$ cat src/rtl/npc_pkg.sv
package npc_pkg;

    typedef enum logic [2:0] {
        XFER_NONE     = 3'd0,
        XFER_BEQ      = 3'd1,
        XFER_BNE      = 3'd2,
        XFER_BZC      = 3'd3,
        XFER_JDIR     = 3'd4,
        XFER_JDIR_LNK = 3'd5,
        XFER_JREG     = 3'd6,
        XFER_JREG_LNK = 3'd7
    } xfer_e;

    localparam logic [4:0] ZC_LTZ = 5'd0;
    localparam logic [4:0] ZC_GEZ = 5'd1;
    localparam logic [4:0] ZC_LEZ = 5'd2;
    localparam logic [4:0] ZC_GTZ = 5'd3;

endpackage

$ cat src/rtl/npc_cond_eval.sv
module npc_cond_eval
    import npc_pkg::*;
#(
    parameter int XLEN = 32
) (
    input  xfer_e            kind_i,
    input  logic [XLEN-1:0]  rs_i,
    input  logic [XLEN-1:0]  rt_i,
    input  logic [4:0]       zcode_i,
    output logic             cond_o
);
    logic is_neg;
    logic is_zero;
    logic zc_hit;

    assign is_neg  = rs_i[XLEN-1];
    assign is_zero = (rs_i == '0);

    always_comb begin
        unique case (zcode_i)
            ZC_LTZ:  zc_hit = is_neg;
            ZC_GEZ:  zc_hit = !is_neg;
            ZC_LEZ:  zc_hit = is_neg || is_zero;
            ZC_GTZ:  zc_hit = !is_neg && !is_zero;
            default: zc_hit = 1'b0;
        endcase
    end

    always_comb begin
        unique case (kind_i)
            XFER_BEQ:      cond_o = (rs_i == rt_i);
            XFER_BNE:      cond_o = (rs_i != rt_i);
            XFER_BZC:      cond_o = zc_hit;
            XFER_JDIR,
            XFER_JDIR_LNK,
            XFER_JREG,
            XFER_JREG_LNK: cond_o = 1'b1;
            default:       cond_o = 1'b0;
        endcase
    end
endmodule

$ cat src/rtl/npc_target_gen.sv
module npc_target_gen #(
    parameter int XLEN     = 32,
    parameter int DISP_W   = 16,
    parameter int JFIELD_W = 26
) (
    input  logic [XLEN-1:0]     pc_i,
    input  logic [DISP_W-1:0]   disp_i,
    input  logic [JFIELD_W-1:0] jfield_i,
    output logic [XLEN-1:0]     seq_o,
    output logic [XLEN-1:0]     br_tgt_o,
    output logic [XLEN-1:0]     j_tgt_o
);
    localparam int WORD_SHIFT = 2;
    localparam int INSTR_B    = 1 << WORD_SHIFT;
    localparam int SEXT_W     = XLEN - DISP_W - WORD_SHIFT;
    localparam int REGION_W   = XLEN - JFIELD_W - WORD_SHIFT;

    logic [XLEN-1:0] byte_off;

    assign seq_o    = pc_i + XLEN'(INSTR_B);
    assign byte_off = {{SEXT_W{disp_i[DISP_W-1]}}, disp_i, {WORD_SHIFT{1'b0}}};
    assign br_tgt_o = seq_o + byte_off;
    assign j_tgt_o  = {seq_o[XLEN-1 -: REGION_W], jfield_i, {WORD_SHIFT{1'b0}}};
endmodule

$ cat src/rtl/npc_unit.sv
module npc_unit
    import npc_pkg::*;
#(
    parameter int XLEN      = 32,
    parameter int DISP_W    = 16,
    parameter int JFIELD_W  = 26,
    parameter int REG_W     = 5,
    parameter int RET_REG   = 31
) (
    input  logic                clk,
    input  logic                rst_n,
    input  logic                in_valid_i,
    input  logic [XLEN-1:0]     pc_i,
    input  logic [2:0]          xfer_i,
    input  logic [XLEN-1:0]     rs_val_i,
    input  logic [XLEN-1:0]     rt_val_i,
    input  logic [REG_W-1:0]    rt_field_i,
    input  logic [DISP_W-1:0]   disp_i,
    input  logic [JFIELD_W-1:0] jfield_i,
    input  logic [REG_W-1:0]    rd_idx_i,
    output logic                out_valid_o,
    output logic [XLEN-1:0]     next_pc_o,
    output logic                taken_o,
    output logic                link_we_o,
    output logic [REG_W-1:0]    link_reg_o,
    output logic [XLEN-1:0]     link_val_o
);
    localparam logic [REG_W-1:0] RET_IDX = REG_W'(RET_REG);

    typedef struct packed {
        logic             vld;
        logic [XLEN-1:0]  npc;
        logic             tk;
        logic             lwe;
        logic [REG_W-1:0] lreg;
        logic [XLEN-1:0]  lval;
    } res_t;

    xfer_e           kind;
    logic            cond;
    logic [XLEN-1:0] seq_pc;
    logic [XLEN-1:0] br_tgt;
    logic [XLEN-1:0] j_tgt;
    res_t            res_d;
    res_t            res_q;

    assign kind = xfer_e'(xfer_i);

    npc_cond_eval #(.XLEN(XLEN)) i_cond (
        .kind_i  (kind),
        .rs_i    (rs_val_i),
        .rt_i    (rt_val_i),
        .zcode_i (rt_field_i),
        .cond_o  (cond)
    );

    npc_target_gen #(.XLEN(XLEN), .DISP_W(DISP_W), .JFIELD_W(JFIELD_W)) i_tgt (
        .pc_i     (pc_i),
        .disp_i   (disp_i),
        .jfield_i (jfield_i),
        .seq_o    (seq_pc),
        .br_tgt_o (br_tgt),
        .j_tgt_o  (j_tgt)
    );

    always_comb begin
        res_d      = '0;
        res_d.vld  = in_valid_i;
        res_d.npc  = seq_pc;
        res_d.lval = seq_pc;
        res_d.lreg = RET_IDX;
        if (in_valid_i) begin
            res_d.tk = cond;
            unique case (kind)
                XFER_BEQ, XFER_BNE, XFER_BZC: begin
                    if (cond) res_d.npc = br_tgt;
                end
                XFER_JDIR: res_d.npc = j_tgt;
                XFER_JDIR_LNK: begin
                    res_d.npc = j_tgt;
                    res_d.lwe = 1'b1;
                end
                XFER_JREG: res_d.npc = rs_val_i;
                XFER_JREG_LNK: begin
                    res_d.npc  = rs_val_i;
                    res_d.lwe  = 1'b1;
                    res_d.lreg = rd_idx_i;
                end
                default: res_d.npc = seq_pc;
            endcase
        end
    end

    always_ff @(posedge clk) begin
        if (!rst_n) res_q <= '0;
        else        res_q <= res_d;
    end

    assign out_valid_o = res_q.vld;
    assign next_pc_o   = res_q.npc;
    assign taken_o     = res_q.tk;
    assign link_we_o   = res_q.lwe;
    assign link_reg_o  = res_q.lreg;
    assign link_val_o  = res_q.lval;


    idle_quiet_chk: assert property (@(posedge clk) disable iff (!rst_n)
        !in_valid_i |=> (!out_valid_o && !taken_o && !link_we_o));


    fallthrough_chk: assert property (@(posedge clk) disable iff (!rst_n)
        in_valid_i |=> (taken_o || (next_pc_o == $past(pc_i) + XLEN'(4) && !link_we_o)));


    jump_taken_chk: assert property (@(posedge clk) disable iff (!rst_n)
        (in_valid_i && xfer_i[2]) |=> taken_o);


    regjump_tgt_chk: assert property (@(posedge clk) disable iff (!rst_n)
        (in_valid_i && xfer_i[2:1] == 2'b11) |=> (next_pc_o == $past(rs_val_i)));


    call_reg_chk: assert property (@(posedge clk) disable iff (!rst_n)
        (in_valid_i && xfer_i == 3'd5) |=> (link_we_o && link_reg_o == RET_IDX));


    link_addr_chk: assert property (@(posedge clk) disable iff (!rst_n)
        in_valid_i |=> (!link_we_o || link_val_o == $past(pc_i) + XLEN'(4)));
endmodule

$ cat config.mk
export PLATFORM = sky130hd
export DESIGN_NAME = npc_unit
export DESIGN_NICKNAME = d
export VERILOG_FILES = /design/src/rtl/npc_pkg.sv /design/src/rtl/npc_cond_eval.sv /design/src/rtl/npc_target_gen.sv /design/src/rtl/npc_unit.sv
export SDC_FILE = /design/constraint.sdc
export NUM_CORES = 1
export LEC_CHECK = 0
export CORE_MARGIN = 2
export CORE_UTILIZATION = 48
export DETAILED_ROUTE_END_ITERATION = 10
export HOLD_SLACK_MARGIN = 0.08
export PLACE_DENSITY = 0.88
export SLEW_MARGIN = 20
export SYNTH_ARGS = -nofsm -noshare
export SYNTH_HDL_FRONTEND = slang
export SYNTH_SLANG_ARGS = --single-unit
$ cat constraint.sdc
create_clock -name clk -period 6.4 [get_ports clk]
set_input_delay 0.96 -clock clk [delete_from_list [all_inputs] [get_ports clk]]
set_output_delay 0.96 -clock clk [all_outputs]
set_load 0.03 [all_outputs]
==> results of run 1 <==
worst max-delay path: stages:
cell and delay (ns):
clkdlybuf4s50_1 0.52, nand3_1 0.18, or3_1 0.44, nor2_1 0.29, nand2_1 0.11, xor2_1 0.31
inv_1 0.12, ha_1 0.33, nand2_1 0.10, o21ai_0 0.11, o41ai_1 0.38, nand4_1 0.27
o211a_1 0.31, o41ai_1 0.38, xor2_1 0.14, o31a_1 0.31, o21ai_1 0.11, a21oi_1 0.05
metal layers:
metal | global-route usage (%) | vias up | routed length (um)
met5 | 0 | - | 0
met4 | 13.0 | 0 | 897
met3 | 5.17 | 66 | 1740
met2 | 54.6 | 342 | 9650
met1 | 43.1 | 2892 | 8850
li1 | - | 2916 | -
cell families after synthesis:
group	synth area share [%]
flip-flops	25.8
buffers and inverters	3.83
adder cells (fa/ha/maj)	7.97
AO/OA/AOI/OAI	21.1
XOR/XNOR	13.3
multiplexers	5.97
AND/OR/NAND/NOR	22.1
area by class of cell:
cell class	count	area, um2
tap	143	179
antenna	1	2.50
sequential	72	1440
multi-input combinational	570	3940
fill	871	3100
inverter	17	63.8
clock inverter	5	103
clock buffer	11	253
timing repair buffer	231	2290
placed cells by master (no fill, tap or decap), types with 5 or more instances in the layout:
master	count
nand2_1	35
clkdlybuf4s50_1	224
mux2_2	27
nor2b_1	5
o211ai_1	7
clkbuf_16	9
o21a_1	6
nand4_1	24
and2_1	29
nor2_1	85
a21o_1	13
dfxtp_1	72
inv_1	17
xnor2_1	61
a21oi_1	52
nand3_1	18
o21ai_2	8
o21ai_1	10
nand2b_1	8
ha_1	34
buf_4	6
a221oi_1	16
xor2_1	24
nor3_1	5
nor4_1	7
o21ai_0	29
state kept, by name (all words and copies together), names as in the netlist:
register,flops
link_val_o,32
next_pc_o,32
link_reg_o,5
link_we_o,1
out_valid_o,1
taken_o,1
power groups by stage:
stage                     clock [mW]  combinational [mW]  sequential, mW
after global routing           0.620               0.647           0.493
final                          0.599               0.609           0.491
after floorplan                    0               0.271           0.568
after CTS                      0.602               0.599           0.491
after detailed placement           0               0.594           0.501
after global placement             0               0.590           0.500
through the flow:
stage	utilization [%]	hold slack, ns	instance area [um2]	cells
2_1_floorplan	-	1.04	5590	690
3_3_place_gp	69.6	1.55	7910	1033
3_5_place_dp	69.6	1.55	7910	1033
4_1_cts	72.7	1.21	8270	1049
5_1_grt	72.7	1.23	8270	1050
6_report	72.7	1.21	8270	1050
worst paths after layout:
path	start	endpoint	slack (ns)	cells past startpoint
min	rd_idx_i[2]	link_reg_o[2]$_SDFF_PN0_	1.21	3
max	pc_i[8]	next_pc_o[31]$_SDFF_PN0_	1.20	18
cell usage after synthesis, types with 4 or more instances:
cell	count
a21o_1	13
a21oi_1	52
a221oi_1	16
and2_1	29
and3_1	4
clkbuf_1	24
dfxtp_1	72
ha_1	34
inv_1	17
mux2_2	27
nand2_1	35
nand2b_1	8
nand3_1	18
nand4_1	24
nor2_1	85
nor2b_1	5
nor3_1	5
nor4_1	7
o211ai_1	7
o21a_1	6
o21ai_0	29
o21ai_1	10
o21ai_2	8
or3_1	4
xnor2_1	61
xor2_1	24
==> results.py, run 1 <==
metrics = {
    "sta": {
        "max_freq_mhz": 192,
        "relSlewSlack_pct": 31.1,
        "hold_viol": 0,
        "setup_viol": 0,
        "slew_viol_final": 0,
        "grt_setup_unrepaired": "no",
        "tns_ns": 0,
        "worst_slew_pin_slew_ns": 1.03,
        "worst_slack_ns": 1.20,
        "fin_crit_sh_pct": 81.2,
        "finalCriticalPeriod_ns": 5.20,
    },
    "floorplanning": {
        "die_area_um2": 12500,
        "fp.dieW_um": 112,
        "initial_utilization_pct": 49.2,
        "coreArea_um2": 11400,
        "row_count": 39,
        "dieHeight_um": 112,
        "boundaryPins": 226,
    },
    "pwr": {
        "swShare_pct": 31.5,
        "p_clk_share_pct": 35.2,
        "p_switching_uw": 534,
        "power.internal_mw": 1.16,
        "pwr-share-comb_pct": 35.8,
        "leakage_nw": 3.24,
        "p_total_mw": 1.70,
        "p_per_area_nw_per_um2": 205,
        "pwr-share-seq_pct": 28.9,
        "ir_drop_v": 0.000127,
    },
    "placement": {
        "port-buffer-count": 225,
        "pre_cts_ws_ns": 0.944,
        "place_hpwl_um": 16600,
        "gp_congestion": 0.975,
    },
    "critical_path": {
        "path_class": "primary input to flop",
        "required_ns": 6.60,
        "cp-end-kind": "flop",
        "arrival_ns": 5.40,
        "path_max_fanout": 4,
        "critPathLaunchType": "primary input",
    },
    "clock_tree": {
        "cts_tree": "built",
        "clockBufferDepth": 2,
        "cts_setup_buffers": 0,
        "clkTransAtPathRegs_ns": 0.06,
        "h-tree-depth": 3,
        "cts_buffers": 9,
        "ctsResizeCount": 0,
        "clkSinkCount": 72,
        "cts-root-buf": "clkbuf_16",
        "postCtsHoldBufs": 0,
    },
    "synth": {
        "synth_edf_count": 0,
        "yosysSeqAreaShare_pct": 25.8,
        "syn_nets": 879,
        "yosys_warnings": 0,
        "ys_async_sr_fraction_pct": 0,
        "synth_area_per_cell_um2": 8.10,
        "syn_inst": 690,
        "synth_area_um2": 5590,
        "ys.flop_type": "dfxtp_1",
        "synth_area_leader_cell": "dfxtp_1",
        "synth_top_area_share_pct": 25.8,
        "synth-seq-cells": 72,
        "synthTopCellsByArea": "dfxtp_1 26%, xnor2_1 9.6%, ha_1 7.6%",
        "yosys.cell_types.count": 65,
    },
    "global_route": {
        "grt_start_max_net_pins": 57,
        "grt_pass1_wl_um": 32600,
        "grt_pass1_vias": 6013,
        "antenna_found_initial": 1,
        "grt-ovfl-total": 0,
        "grt_usage_pct": 32.9,
    },
    "route": {
        "first_pass_iters": 5,
        "routedWlPerCell_um": 20.1,
        "final_antenna_net_count": 0,
        "viasPerCell": 5.92,
        "vias": 6216,
        "first_iter_violations": 524,
        "remaining_drc_errors": 0,
        "drt-total-wl_um": 21100,
    },
    "min_path": {
        "min-delay-path-class": "primary input to flop",
    },
    "cells_and_area": {
        "final_nets": 1090,
        "syn_to_final_growth_pct": 47.9,
        "drive_gt1_share_pct": 7.73,
    },
    "status": {
        "outcome": "finished, final reports clean",
    },
    "flow_run": {
        "max_cap_violations": 0,
    },
}
No activity file was read; power rests on OpenSTA's default activity.
==> run 2, diff against run 1 <==
Settings changed: CORE_UTILIZATION 48 to 40, PLACE_DENSITY 0.88 to 0.78.
Clock period 6.4 ns to 4.6 ns, I/O delays scaled along.
==> results.py, run 2 (synthesis gave the netlist of run 1 again) <==
metrics = {
    "status": {
        "outcome": "finished, final reports clean",
    },
    "global_route": {
        "grt_pass1_wl_um": 33200,
        "grt-ovfl-total": 0,
        "grt_usage_pct": 28.9,
        "grt_pass1_vias": 6230,
        "grt_start_max_net_pins": 56,
        "antenna_found_initial": 0,
    },
    "critical_path": {
        "cp-startpoint": "pc_i[2]",
        "critical-path-top-delay-family": "compound AO/OA/AOI/OAI gates",
        "path_max_fanout": 3,
        "path_class": "primary input to flop",
        "required_ns": 4.80,
        "cp_slowest_cell": "clkdlybuf4s50_1",
        "crit_chain": "clkdlybuf4s50_1 -> buf_4 -> nand2_1 -> or3_1 -> nor2_2 -> buf_4 -> nand4_1 -> buf_4 -> buf_4 -> nor2_1 -> buf_4 -> xnor2_1 -> ha_1 -> a21o_1 -> a21o_1 -> a21o_1 -> o41ai_2 -> xor2_1 -> o31a_1 -> o21ai_1 -> a21oi_1",
        "cpMostUsedCell": "buf_4",
        "max_stage_delay_ns": 0.51,
        "path_buf_inv": 6,
        "crit_cells": 21,
        "cp-end-kind": "flop",
        "critPathLaunchType": "primary input",
        "crit_end": "next_pc_o[31]$_SDFF_PN0_",
        "arrival_ns": 4.58,
    },
    "clock_tree": {
        "clkSinkCount": 72,
        "h-tree-depth": 3,
        "postCtsHoldBufs": 0,
        "clockBufferDepth": 2,
        "cts_buffers": 9,
        "clkTransAtPathRegs_ns": 0.06,
        "cts_tree": "built",
        "cts-root-buf": "clkbuf_16",
    },
    "pwr": {
        "pwr-share-seq_pct": 28.1,
        "p_switching_uw": 769,
        "swShare_pct": 31.5,
        "p_clk_share_pct": 32.9,
        "power.internal_mw": 1.67,
        "p_per_area_nw_per_um2": 265,
        "leakage_nw": 3.80,
        "ir_drop_v": 0.000194,
        "pwr-share-comb_pct": 39.0,
    },
    "route": {
        "vias": 6479,
        "final_antenna_net_count": 0,
        "routedWlPerCell_um": 18.5,
        "drt-total-wl_um": 22100,
        "viasPerCell": 5.42,
        "remaining_drc_errors": 0,
        "first_iter_violations": 441,
        "first_pass_iters": 5,
    },
    "placement": {
        "place_hpwl_um": 17600,
        "dp_cells": 1170,
        "gp_congestion": 0.905,
        "port-buffer-count": 225,
    },
    "min_path": {
        "min_from": "rd_idx_i[2]",
        "min-delay-path-class": "primary input to flop",
        "holdPathStages": 3,
    },
    "sta": {
        "relSlewSlack_pct": 32.2,
        "fin_hold_ws_ns": 0.938,
        "tns_ns": 0,
        "fin_crit_sh_pct": 95.2,
        "hold_viol": 0,
        "max_freq_mhz": 228,
        "slew_viol_final": 0,
        "worst_slew_pin_slew_ns": 1.02,
        "setup_viol": 0,
        "finalCriticalPeriod_ns": 4.38,
        "grt_setup_unrepaired": "yes",
    },
    "floorplanning": {
        "initial_utilization_pct": 40.6,
        "coreArea_um2": 13800,
        "die_area_um2": 14900,
        "boundaryPins": 226,
        "row_count": 43,
        "fp.dieW_um": 122,
        "dieHeight_um": 122,
    },
    "cells_and_area": {
        "syn_to_final_growth_pct": 64.5,
        "final_common_cell": "clkdlybuf4s50_1",
        "final_nets": 1200,
        "fillers": 1168,
        "fin_cells": 1196,
        "drive_gt1_share_pct": 18.6,
        "num_antenna_cells": 0,
        "most-common-layout-cells": "224 x clkdlybuf4s50_1, 115 x buf_4, 84 x nor2_1, 72 x dfxtp_1, 58 x xnor2_1",
    },
    "flow_run": {
        "max_cap_violations": 0,
    },
}
-- run 2: cell count changes in the layout (fill, tap and decap cells not counted), sizes merged --
cell and delta:
buf +110, clkbuf -1, clkinv +1, diode -1
-- run 2: worst min-delay path, stage by stage --
cell and delay (ns):
clkdlybuf4s50_1 0.40, nor2_1 0.10, nor2_1 0.04
-- run 2: worst min-delay path by stage --
stage / end / slack [ns]
2_1_floorplan: link_val_o[2]$_SDFF_PN0_ / 0.77
3_3_place_gp: link_reg_o[1]$_SDFF_PN0_ / 1.28
3_5_place_dp: link_reg_o[0]$_SDFF_PN0_ / 1.28
4_1_cts: link_reg_o[2]$_SDFF_PN0_ / 0.94
5_1_grt: link_reg_o[3]$_SDFF_PN0_ / 0.96
6_report: link_reg_o[2]$_SDFF_PN0_ / 0.94
-- run 2: layer usage --
layer,GRT usage [%],share of wire (%)
met1,37.4,43
met2,46.6,45
met3,4.88,6.9
met4,13.8,4.2
met5,0,0
-- run 2: area by class of cell --
| class | instances | area (um2) | share of cell area (%) |
|---|---|---|---|
| Tap cell | 180 | 225 | 2.45 |
| Sequential cell | 72 | 1440 | 15.7 |
| Multi-Input combinational cell | 570 | 4000 | 43.5 |
| Inverter | 17 | 63.8 | 0.694 |
| Clock buffer | 10 | 229 | 2.49 |
| Clock inverter | 6 | 108 | 1.17 |
| Timing Repair Buffer | 341 | 3130 | 34.0 |
-- run 2: per-stage QoR --
step	util, %	power [mW]	setup WS [ns]	instance area (um2)
2_1_floorplan	-	1.17	0.495	5590
3_3_place_gp	63.3	1.62	-0.210	8720
3_5_place_dp	63.3	1.62	-0.374	8720
4_1_cts	66.2	2.43	0.0664	9120
5_1_grt	66.8	2.54	-0.0335	9200
6_report	66.8	2.44	0.219	9200
-- run 2: what timing repair did --
item | 4_1_cts | 5_1_grt
setup endpoints to repair | 1 | 7
buffers inserted | 8 | 2
gates resized for setup | 0 | 11
pin swaps | 2 | 2
-- run 2: power groups by stage --
| stage | Combinational, mW | Clock (mW) | Sequential [mW] |
|---|---|---|---|
| after floorplan | 0.377 | 0 | 0.790 |
| after global routing | 1.02 | 0.833 | 0.688 |
| after global placement | 0.918 | 0 | 0.698 |
| after detailed placement | 0.923 | 0 | 0.698 |
| final | 0.950 | 0.803 | 0.685 |
| after CTS | 0.934 | 0.808 | 0.685 |
